### config.mk
export PLATFORM = sky130hd
export DESIGN_NAME = smic_sequencer
export DESIGN_NICKNAME = d
export VERILOG_FILES = /design/src/rtl/smic_sequencer.sv
export SDC_FILE = /design/constraint.sdc
export NUM_CORES = 1
export LEC_CHECK = 0
export ABC_AREA = 1
export BUFFER_PORTS_ARGS = -buffer_cell sky130_fd_sc_hd__buf_2
export CAP_MARGIN = 5
export CORE_MARGIN = 3
export CORE_UTILIZATION = 53
export CTS_BUF_LIST = sky130_fd_sc_hd__clkbuf_4
export DETAILED_ROUTE_END_ITERATION = 12
export GPL_TIMING_DRIVEN = 0
export PLACE_DENSITY = 0.78
export SLEW_MARGIN = 0
export SYNTH_ARGS = -nofsm -noshare
export SYNTH_HDL_FRONTEND = slang
export SYNTH_SLANG_ARGS = --single-unit
### constraint.sdc
create_clock -name clk -period 4.26 [get_ports clk]
set_input_delay 0.426 -clock clk [delete_from_list [all_inputs] [get_ports clk]]
set_output_delay 0.426 -clock clk [all_outputs]
set_load 0.02 [all_outputs]
### src/rtl/smic_sequencer.sv
module smic_sequencer #(
  parameter int PAYLOAD_MAX = 8,
  parameter int REPLY_DEPTH = 8,
  parameter int LEN_W = 8,
  parameter int TO_W = 16,
  parameter int MAX_TRIES = 3,
  parameter int PL_W = $clog2(PAYLOAD_MAX + 1),
  parameter int RI_W = $clog2(REPLY_DEPTH),
  parameter logic [7:0] CC_WR_START = 8'h41,
  parameter logic [7:0] CC_WR_NEXT  = 8'h42,
  parameter logic [7:0] CC_WR_END   = 8'h43,
  parameter logic [7:0] CC_RD_START = 8'h44,
  parameter logic [7:0] CC_RD_NEXT  = 8'h45,
  parameter logic [7:0] CC_RD_END   = 8'h46,
  parameter logic [7:0] SC_READY    = 8'hC0,
  parameter logic [7:0] SC_WR_START = 8'hC1,
  parameter logic [7:0] SC_WR_NEXT  = 8'hC2,
  parameter logic [7:0] SC_WR_END   = 8'hC3,
  parameter logic [7:0] SC_RD_START = 8'hC4,
  parameter logic [7:0] SC_RD_NEXT  = 8'hC5,
  parameter logic [7:0] SC_RD_END   = 8'hC6,
  parameter logic [7:0] FLG_BUSY    = 8'h01,
  parameter logic [7:0] FLG_TX      = 8'h40,
  parameter logic [7:0] FLG_RX      = 8'h80,
  parameter logic [7:0] FLG_RSV     = 8'h22,
  parameter logic [7:0] REPLY_BIT   = 8'h04
) (
  input  logic                     clk,
  input  logic                     rst_n,
  input  logic [TO_W-1:0]          poll_limit,
  input  logic                     req_valid,
  output logic                     req_ready,
  input  logic [7:0]               req_addr,
  input  logic [7:0]               req_cmd,
  input  logic [PL_W-1:0]          req_len,
  input  logic [PAYLOAD_MAX*8-1:0] req_payload,
  output logic                     rsp_done,
  output logic                     rsp_ok,
  output logic [7:0]               rsp_ccode,
  output logic [LEN_W-1:0]         rsp_len,
  output logic [7:0]               rsp_err,
  input  logic [RI_W-1:0]          rsp_idx,
  output logic [7:0]               rsp_byte,
  output logic                     dev_rd,
  output logic                     dev_wr,
  output logic [1:0]               dev_sel,
  output logic [7:0]               dev_wdata,
  input  logic [7:0]               dev_rdata
);
  localparam int WP_W = $clog2(PAYLOAD_MAX + 2);
  localparam int PI_W = $clog2(PAYLOAD_MAX);
  localparam int TR_W = $clog2(MAX_TRIES + 1);
  localparam logic [1:0] SEL_DATA = 2'd0, SEL_CTL = 2'd1, SEL_FLG = 2'd2;

  typedef enum logic [4:0] {
    S_IDLE, S_ATT, S_PRE, S_PRD, S_PCHK, S_CTL, S_DAT, S_BRD, S_BWR,
    S_NRD, S_NCHK, S_SRD, S_SCHK, S_DRD, S_DCHK, S_ERD, S_ECHK, S_FAIL
  } st_t;
  typedef enum logic [2:0] {OP_WS, OP_WN, OP_WE, OP_RS, OP_RN, OP_RE} op_t;

  st_t             state;
  op_t             op;
  logic [7:0]      addr_q, cmd_q;
  logic [PL_W-1:0] len_q;
  logic [7:0]      pay_q [PAYLOAD_MAX];
  logic [7:0]      rbuf  [REPLY_DEPTH];
  logic [WP_W-1:0] wpos;
  logic [1:0]      rpos;
  logic            rdph, saw_end, ending;
  logic [TR_W-1:0] tries;
  logic [TO_W-1:0] pcnt;
  logic [LEN_W-1:0] rcnt;
  logic [7:0]      ccode_q, err_q, ctl_code, wbyte;
  logic            pre_ok, st_ok, tmo, busy_clr;
  logic [PI_W-1:0] pidx;

  assign pidx     = PI_W'(wpos - WP_W'(2));
  assign wbyte    = (wpos == '0) ? addr_q : (wpos == WP_W'(1)) ? cmd_q : pay_q[pidx];
  assign busy_clr = (dev_rdata & FLG_BUSY) == 8'h00;
  assign tmo      = ((TO_W+1)'(pcnt) + (TO_W+1)'(1)) >= (TO_W+1)'(poll_limit);

  always_comb begin
    if (!rdph) op = (wpos == '0) ? OP_WS :
                    (wpos == WP_W'(len_q) + WP_W'(1)) ? OP_WE : OP_WN;
    else if (ending) op = OP_RE;
    else op = (rpos == 2'd0) ? OP_RS : OP_RN;
  end

  always_comb begin
    ctl_code = CC_RD_END;
    pre_ok   = 1'b1;
    st_ok    = dev_rdata == SC_READY;
    case (op)
      OP_WS: begin ctl_code = CC_WR_START; pre_ok = busy_clr; st_ok = dev_rdata == SC_WR_START; end
      OP_WN: begin ctl_code = CC_WR_NEXT; pre_ok = (dev_rdata & FLG_TX) != 0; st_ok = dev_rdata == SC_WR_NEXT; end
      OP_WE: begin ctl_code = CC_WR_END; pre_ok = (dev_rdata & FLG_TX) != 0; st_ok = dev_rdata == SC_WR_END; end
      OP_RS: begin
        ctl_code = CC_RD_START;
        pre_ok   = busy_clr && ((dev_rdata & FLG_RX) != 0);
        st_ok    = dev_rdata == SC_RD_START;
      end
      OP_RN: begin
        ctl_code = CC_RD_NEXT;
        pre_ok   = (dev_rdata & FLG_RX) != 0;
        st_ok    = (dev_rdata == SC_RD_NEXT) || (rpos != 2'd1 && dev_rdata == SC_RD_END);
      end
      default: ;
    endcase
  end

  assign req_ready = state == S_IDLE;
  assign dev_rd    = state inside {S_PRD, S_BRD, S_NRD, S_SRD, S_DRD, S_ERD};
  assign dev_wr    = state inside {S_CTL, S_DAT, S_BWR};
  assign dev_sel   = (state inside {S_CTL, S_SRD}) ? SEL_CTL :
                     (state inside {S_DAT, S_DRD, S_ERD}) ? SEL_DATA : SEL_FLG;
  assign dev_wdata = (state == S_CTL) ? ctl_code :
                     (state == S_DAT) ? wbyte :
                     (state == S_BWR) ? ((dev_rdata | FLG_BUSY) & ~FLG_RSV) : 8'h00;
  assign rsp_ccode = ccode_q;
  assign rsp_len   = rcnt;
  assign rsp_err   = err_q;
  assign rsp_byte  = rbuf[rsp_idx];

  always_ff @(posedge clk) begin
    if (!rst_n) begin
      state <= S_IDLE; rsp_done <= 1'b0; rsp_ok <= 1'b0;
      addr_q <= '0; cmd_q <= '0; len_q <= '0; wpos <= '0; rpos <= '0;
      rdph <= 1'b0; saw_end <= 1'b0; ending <= 1'b0; tries <= '0; pcnt <= '0;
      rcnt <= '0; ccode_q <= '0; err_q <= '0;
    end else begin
      rsp_done <= 1'b0;
      case (state)
        S_IDLE: if (req_valid) begin
          addr_q <= req_addr; cmd_q <= req_cmd; len_q <= req_len;
          for (int i = 0; i < PAYLOAD_MAX; i++) pay_q[i] <= req_payload[i*8 +: 8];
          tries <= '0; err_q <= '0;
          state <= S_ATT;
        end
        S_ATT: begin
          rdph <= 1'b0; wpos <= '0; rpos <= '0; saw_end <= 1'b0; ending <= 1'b0;
          rcnt <= '0; ccode_q <= '0; tries <= tries + TR_W'(1);
          state <= S_PRE;
        end
        S_PRE: begin
          pcnt  <= '0;
          state <= (op == OP_RE) ? S_CTL : S_PRD;
        end
        S_PRD: state <= S_PCHK;
        S_PCHK:
          if (pre_ok) state <= S_CTL;
          else if (tmo) state <= S_FAIL;
          else begin pcnt <= pcnt + TO_W'(1); state <= S_PRD; end
        S_CTL: state <= rdph ? S_BRD : S_DAT;
        S_DAT: state <= S_BRD;
        S_BRD: state <= S_BWR;
        S_BWR: begin pcnt <= '0; state <= S_NRD; end
        S_NRD: state <= S_NCHK;
        S_NCHK:
          if (busy_clr) state <= S_SRD;
          else if (tmo) state <= S_FAIL;
          else begin pcnt <= pcnt + TO_W'(1); state <= S_NRD; end
        S_SRD: state <= S_SCHK;
        S_SCHK:
          if (!st_ok) state <= S_ERD;
          else if (op == OP_RE) begin
            rsp_ok <= 1'b1; rsp_done <= 1'b1; state <= S_IDLE;
          end else if (!rdph) begin
            if (op == OP_WE) rdph <= 1'b1;
            wpos  <= wpos + WP_W'(1);
            state <= S_PRE;
          end else begin
            saw_end <= dev_rdata == SC_RD_END;
            state   <= S_DRD;
          end
        S_DRD: state <= S_DCHK;
        S_DCHK: begin
          state <= S_PRE;
          case (rpos)
            2'd0: if (dev_rdata != (addr_q | REPLY_BIT)) state <= S_FAIL;
            2'd1: if (dev_rdata != cmd_q) state <= S_FAIL;
            2'd2: ccode_q <= dev_rdata;
            default: begin
              if (rcnt < LEN_W'(REPLY_DEPTH)) rbuf[RI_W'(rcnt)] <= dev_rdata;
              rcnt <= rcnt + LEN_W'(1);
            end
          endcase
          if (rpos != 2'd3) rpos <= rpos + 2'd1;
          if (saw_end) ending <= 1'b1;
        end
        S_ERD: state <= S_ECHK;
        S_ECHK: begin err_q <= dev_rdata; state <= S_FAIL; end
        S_FAIL:
          if (tries == TR_W'(MAX_TRIES)) begin
            rsp_ok <= 1'b0; rsp_done <= 1'b1; state <= S_IDLE;
          end else state <= S_ATT;
        default: state <= S_IDLE;
      endcase
    end
  end
endmodule

Word-level counts from Yosys, hierarchy flattened
Memory sizes are Yosys's and may differ from the RTL's.
Index checks and enable logic that the tools add are counted.
{"block": "word_totals", "inputBits": 114, "ram_bits": 128, "n_memories": 2, "latchBits": 0, "mem_bits_ro": 0, "wordCells": 188, "regBits": 78, "out_inout_bits": 47}
{"name": "pay_q", "words": 8, "width": 8, "read_ports": 1, "rd_clocked_by_memory_dff": 0, "wr": 8, "line": "65", "rtl": "logic [7:0] pay_q [PAYLOAD_MAX];"}
{"name": "rbuf", "words": 8, "width": 8, "read_ports": 1, "rd_clocked_by_memory_dff": 0, "wr": 1, "line": "66", "rtl": "logic [7:0] rbuf [REPLY_DEPTH];"}
{"block": "op_classes", "multipliers": 0, "n_shift": 0, "magnitude_cmp": 2, "add_sub_neg": 8, "bitwise_logic": 0, "muxes": 76, "eq_ne": 51, "div": 0, "reduce_logical": 33}
{"cell": "$pmux W5 S18", "count": 1}
{"cell": "$mux W8", "count": 8}
{"cell": "$eq A8 B8 Y1 const B", "count": 7}
{"cell": "$mux W16", "count": 3}
{"cell": "$pmux W16 S3", "count": 1}
{"cell": "$pmux W8 S2", "count": 3}
{"cell": "$eq A5 B4 Y1 const B", "count": 8}
{"cell": "$mux W5", "count": 7}
{"cell": "$ne A2 B2 Y1 const B", "count": 13}
{"cell": "$mux W1", "count": 25}
{"cell": "$mux W4", "count": 6}
{"cell": "$eq A5 B3 Y1 const B", "count": 4}
{"cell": "$add A16 B1 Y17 const B", "count": 1}
{"cell": "$ge A17 B16 Y1", "count": 1}
{"cell": "$add A16 B1 Y16 const B", "count": 1}
{"cell": "$ne A8 B8 Y1", "count": 2}
{"cell": "$pmux W3 S5", "count": 1}
{"cell": "$reduce_and A2 Y1", "count": 7}
{"cell": "$mux W2", "count": 6}
{"cell": "$mux W3", "count": 4}
{"cell": "$reduce_and A4 Y1", "count": 3}
{"cell": "$reduce_bool A2 Y1", "count": 6}
{"cell": "$eq A5 B2 Y1 const B", "count": 2}
{"cell": "$eq A5 B5 Y1 const B", "count": 2}
{"cell": "32 further kinds", "count": 48}

Depth between registers and ports, before layout
{"block": "logic_depth", "depth_word": 11, "ltp_mapped": 23, "depth_no_buf": 22}

Worst setup path after synthesis
No wires, ideal clock.
{"block": "synth_path", "path_type": "register -> register", "start": "reg state[2]", "end": "mem pay_q[0][0], enable pin", "arrival_time_ps": 4081, "t_required_ps": 3773, "setup_slack_ps": -308, "stages_incl_launch_ff": 9, "n_path_buf": 1, "setup_ps": 487, "period_less_slack_ps": 4568, "path_cell_list": "dfxtp_1 > nor2_1 > inv_1 > nor2_1 > inv_1 > nor2_1 > nand2_1 > clkbuf_1 > nor2_1"}
{"element": "start, declared", "line": "61", "rtl": "st_t state;"}
{"element": "start signal, assigned", "line": "146", "rtl": "state <= (op == OP_RE) ? S_CTL : S_PRD;"}
{"element": "start signal, assigned", "line": "153", "rtl": "S_CTL: state <= rdph ? S_BRD : S_DAT;"}
{"element": "end, declared", "line": "65"}

Final worst setup path
{"block": "layout_path", "start": "reg wpos[1]", "end": "out dev_wdata[2]"}
{"block": "layout_between", "elab_chain_len": 7, "elab_cells_between_ends": 18, "cone_classes": "add/sub (1); eq/ne (6); mux (8); reduce/logical (2); memory (1)"}
{"element": "start, declared", "line": "67", "rtl": "logic [WP_W-1:0] wpos;"}
{"element": "start signal, assigned", "line": "169", "rtl": "wpos <= wpos + WP_W'(1);"}
{"element": "branches (longest 6 deep; another with $mem_v2 Z8 W8)"}
{"element": "$mux W8 *", "line": "116", "rtl": "assign dev_wdata = (state == S_CTL) ? ctl_code :"}
{"element": "end, declared", "line": "47", "rtl": "output logic [7:0] dev_wdata,"}
Every way passes the cells marked *.

==> results.cfg <==
[synthesis]
yosys.cell_types.count = 48
synth_warnings = 0
ys_seq_elements = 206
syn_area_per_cell_um2 = 8.95
synth_edf_count = 128
synthArstFlopShare = 0
synth_nets = 1279
synthFlopType = edfxtp_1
syn_area_mm2 = 0.0102
synth_seq_area_share = 0.531
syn_inst = 1136

[cts]
cts.sinks = 206
post-cts-setup-buffers = 0
cts_repair_resize_count = 0
cts_tree = yes
hold_buffers = 73
cts_buffer_depth = 3
cts_buffers = 53
clk_pin_slew_ns = 0.09
clkLatencyLatePin_ns = 0.71
root_buffer = clkbuf_4
htreeDepth = 2

[global_routing]
grt_usage = 0.280
grt_util_met1 = 0.339
grt_pass1_vias = 9189
grt-ovfl-total = 0
gr-usage-met3 = 0.0615
grt.met2_usage = 0.489
grt_max_degree = 27
grt_most_used_layer = met2
grt_pass1_wl_um = 46100
antenna_found_initial = 2

[power_and_ir_drop]
pwr_density_cell_mw_per_mm2 = 462
leakage_nw = 5.22
ir_drop_v = 0.000286
fin_total_pwr_mw = 5.88

[floorplan]
die_height_um = 145
core_mm2 = 0.0188
die_x_um = 145
initial_core_util = 0.542
io_pins = 161
fp.dieArea_mm2 = 0.0209
rows = 50

[timing]
fmax_ghz = 0.261
fin_crit_sh = 0.901
hold_viol_final = 0
setup_viol = 0
drv_slew = 0
slew_headroom = 0.222
worst_pin_slew_ns = 1.16
rsz0062_at_grt = no
fin_tns_setup_ns = 0
period_minus_slack_ns = 3.84
finalClockSkew_ns = 0.0966

[placed_design]
gp_congestion = 0.935
dp_hpwl_um = 19100
port_buffers = 159

[layout]
fillers = 1497
final_cell_mix = nor2_1 (189), buf_2 (160), nand2_1 (137)
num-nets-final = 1568
mostFrequentLayoutCell = nor2_1
synthToLayoutAreaGrowth_pct = 25.1
drive_gt1_frac = 0.215

[drt]
drt_first_pass_iters = 5
via_per_inst = 5.52
ant_nets = 0
drtIter0Drc = 693
routedWlPerCell_um = 17.3
post-route-drc-count = 0
vias = 9405
wl_um = 29500

[setup_path]
crit_path_end = dev_wdata[2]
r2r-end = pcnt[13]
cp.arrival_ns = 3.41
r2r_setup_slack_ns = 0.59
crit_type = reg -> out
r2r_cells = 22
start_kind = register
end_kind = output pin
path_max_fanout = 11
critPathRequiredTime_ns = 3.83
startpoint = wpos[1]
regToRegStartpoint = pcnt[0]

[status]
status = finished clean

[hold_path]
hold_path_class = in -> reg
hold_start = req_addr[2]

[run]
max-cap-violations = 0
-- worst min-delay path by stage --
stage	endpoint	cells past startpoint	slack (ns)
finish	addr_q[2]	3	0.03
floorplan	tries[0]	1	0.43
CTS	len_q[3]	3	0.002
global route	len_q[3]	3	0.02
detailed placement	rsp_err[7]	2	0.45
global placement	tries[0]	1	0.45
-- layout make-up --
type | instances | area [um2] | area share
inverters | 132 | 503 | 0.0395
clock inverters | 21 | 95.1 | 0.00747
flip-flops and latches | 206 | 5410 | 0.425
diodes | 2 | 5.00 | 0.000393
plain buffers | 44 | 224 | 0.0176
repair buffers | 234 | 1580 | 0.124
clock buffers | 76 | 571 | 0.0448
well taps | 234 | 293 | 0.0230
multi-input cells | 754 | 4050 | 0.318
-- worst max-delay path, cell delays in order (launching register included) --
cell and delay (ns):
dfxtp_1 0.33, buf_4 0.19, inv_4 0.12, clkbuf_1 0.44, ha_1 0.24, nand2_1 0.20
inv_1 0.19, buf_1 0.38, a21oi_1 0.18, o221ai_1 0.28, buf_2 0.23
-- per-layer routing --
metal | vias up | wire length (um)
met4 | 2 | 971
li1 | 4505 | -
met5 | - | 14
met2 | 429 | 14600
met1 | 4378 | 11600
met3 | 91 | 2350
-- registers in the layout, summed over array words and instances, names as in the netlist, 5 cells and up --
signal and cells:
addr_q 8, cmd_q 8, pay_q 64, pcnt 16, rbuf 64, rsp_ccode 8
rsp_err 8, rsp_len 8, state 5
-- cell usage after synthesis (4+ instances only) --
library cell,instances,area (um2)
inv_2,9,33.8
inv_1,118,443
nand3_1,25,125
nand2_2,12,75.1
xor2_1,14,123
nand2_1,137,514
nor2_1,190,713
nor2_2,5,31.3
clkbuf_1,33,124
a21oi_1,71,355
ha_1,29,363
nor3_1,25,125
nand4_1,27,169
xnor2_1,10,87.6
o221ai_1,10,87.6
buf_6,5,56.3
a31oi_1,11,68.8
nor3_2,9,90.1
o21ai_1,6,30.0
o211ai_1,6,45.0
dfxtp_1,78,1560
o21ai_0,105,526
edfxtp_1,128,3840
nand3_2,5,50.1
a211oi_1,7,52.6
a21oi_2,4,35.0
o21ai_2,4,35.0
o22ai_1,19,119
nand2_4,7,78.8
-- cells by family (layout without fill, tap and decap cells) --
family                   count (synthesis)  count (layout)  share of synthesized area
adder cells (fa/ha/maj)                 29              29                     0.0357
XOR/XNOR                                24              24                     0.0207
buffers and inverters                  176             507                     0.0715
AO/OA/AOI/OAI                          250             250                      0.139
AND/OR/NAND/NOR                        451             451                      0.202
flip-flops                             206             206                      0.531
other                                    0               2                          0
-- stage by stage --
stage / hold WS [ns] / util / instance area (um2) / setup WS (ns) / instances
after global routing: 0.0171 / 0.678 / 12700 / 0.231 / 1703
after detailed placement: 0.451 / 0.603 / 11300 / 0.680 / 1531
final: 0.0259 / 0.678 / 12700 / 0.422 / 1703
after floorplan: 0.433 / - / 10200 / 0.765 / 1136
after CTS: 0.00164 / 0.678 / 12700 / 0.464 / 1701
after global placement: 0.448 / 0.600 / 11300 / 0.0940 / 1529
-- power breakdown --
| part | internal, mW | total, mW | leakage (nW) | switching, mW |
|---|---|---|---|---|
| Clock | 0.829 | 1.67 | 0.391 | 0.845 |
| Sequential | 2.38 | 2.56 | 1.80 | 0.185 |
| Combinational | 0.612 | 1.64 | 3.03 | 1.03 |
| Total | 3.82 | 5.88 | 5.22 | 2.06 |
No activity file was read; power rests on OpenSTA's default activity.
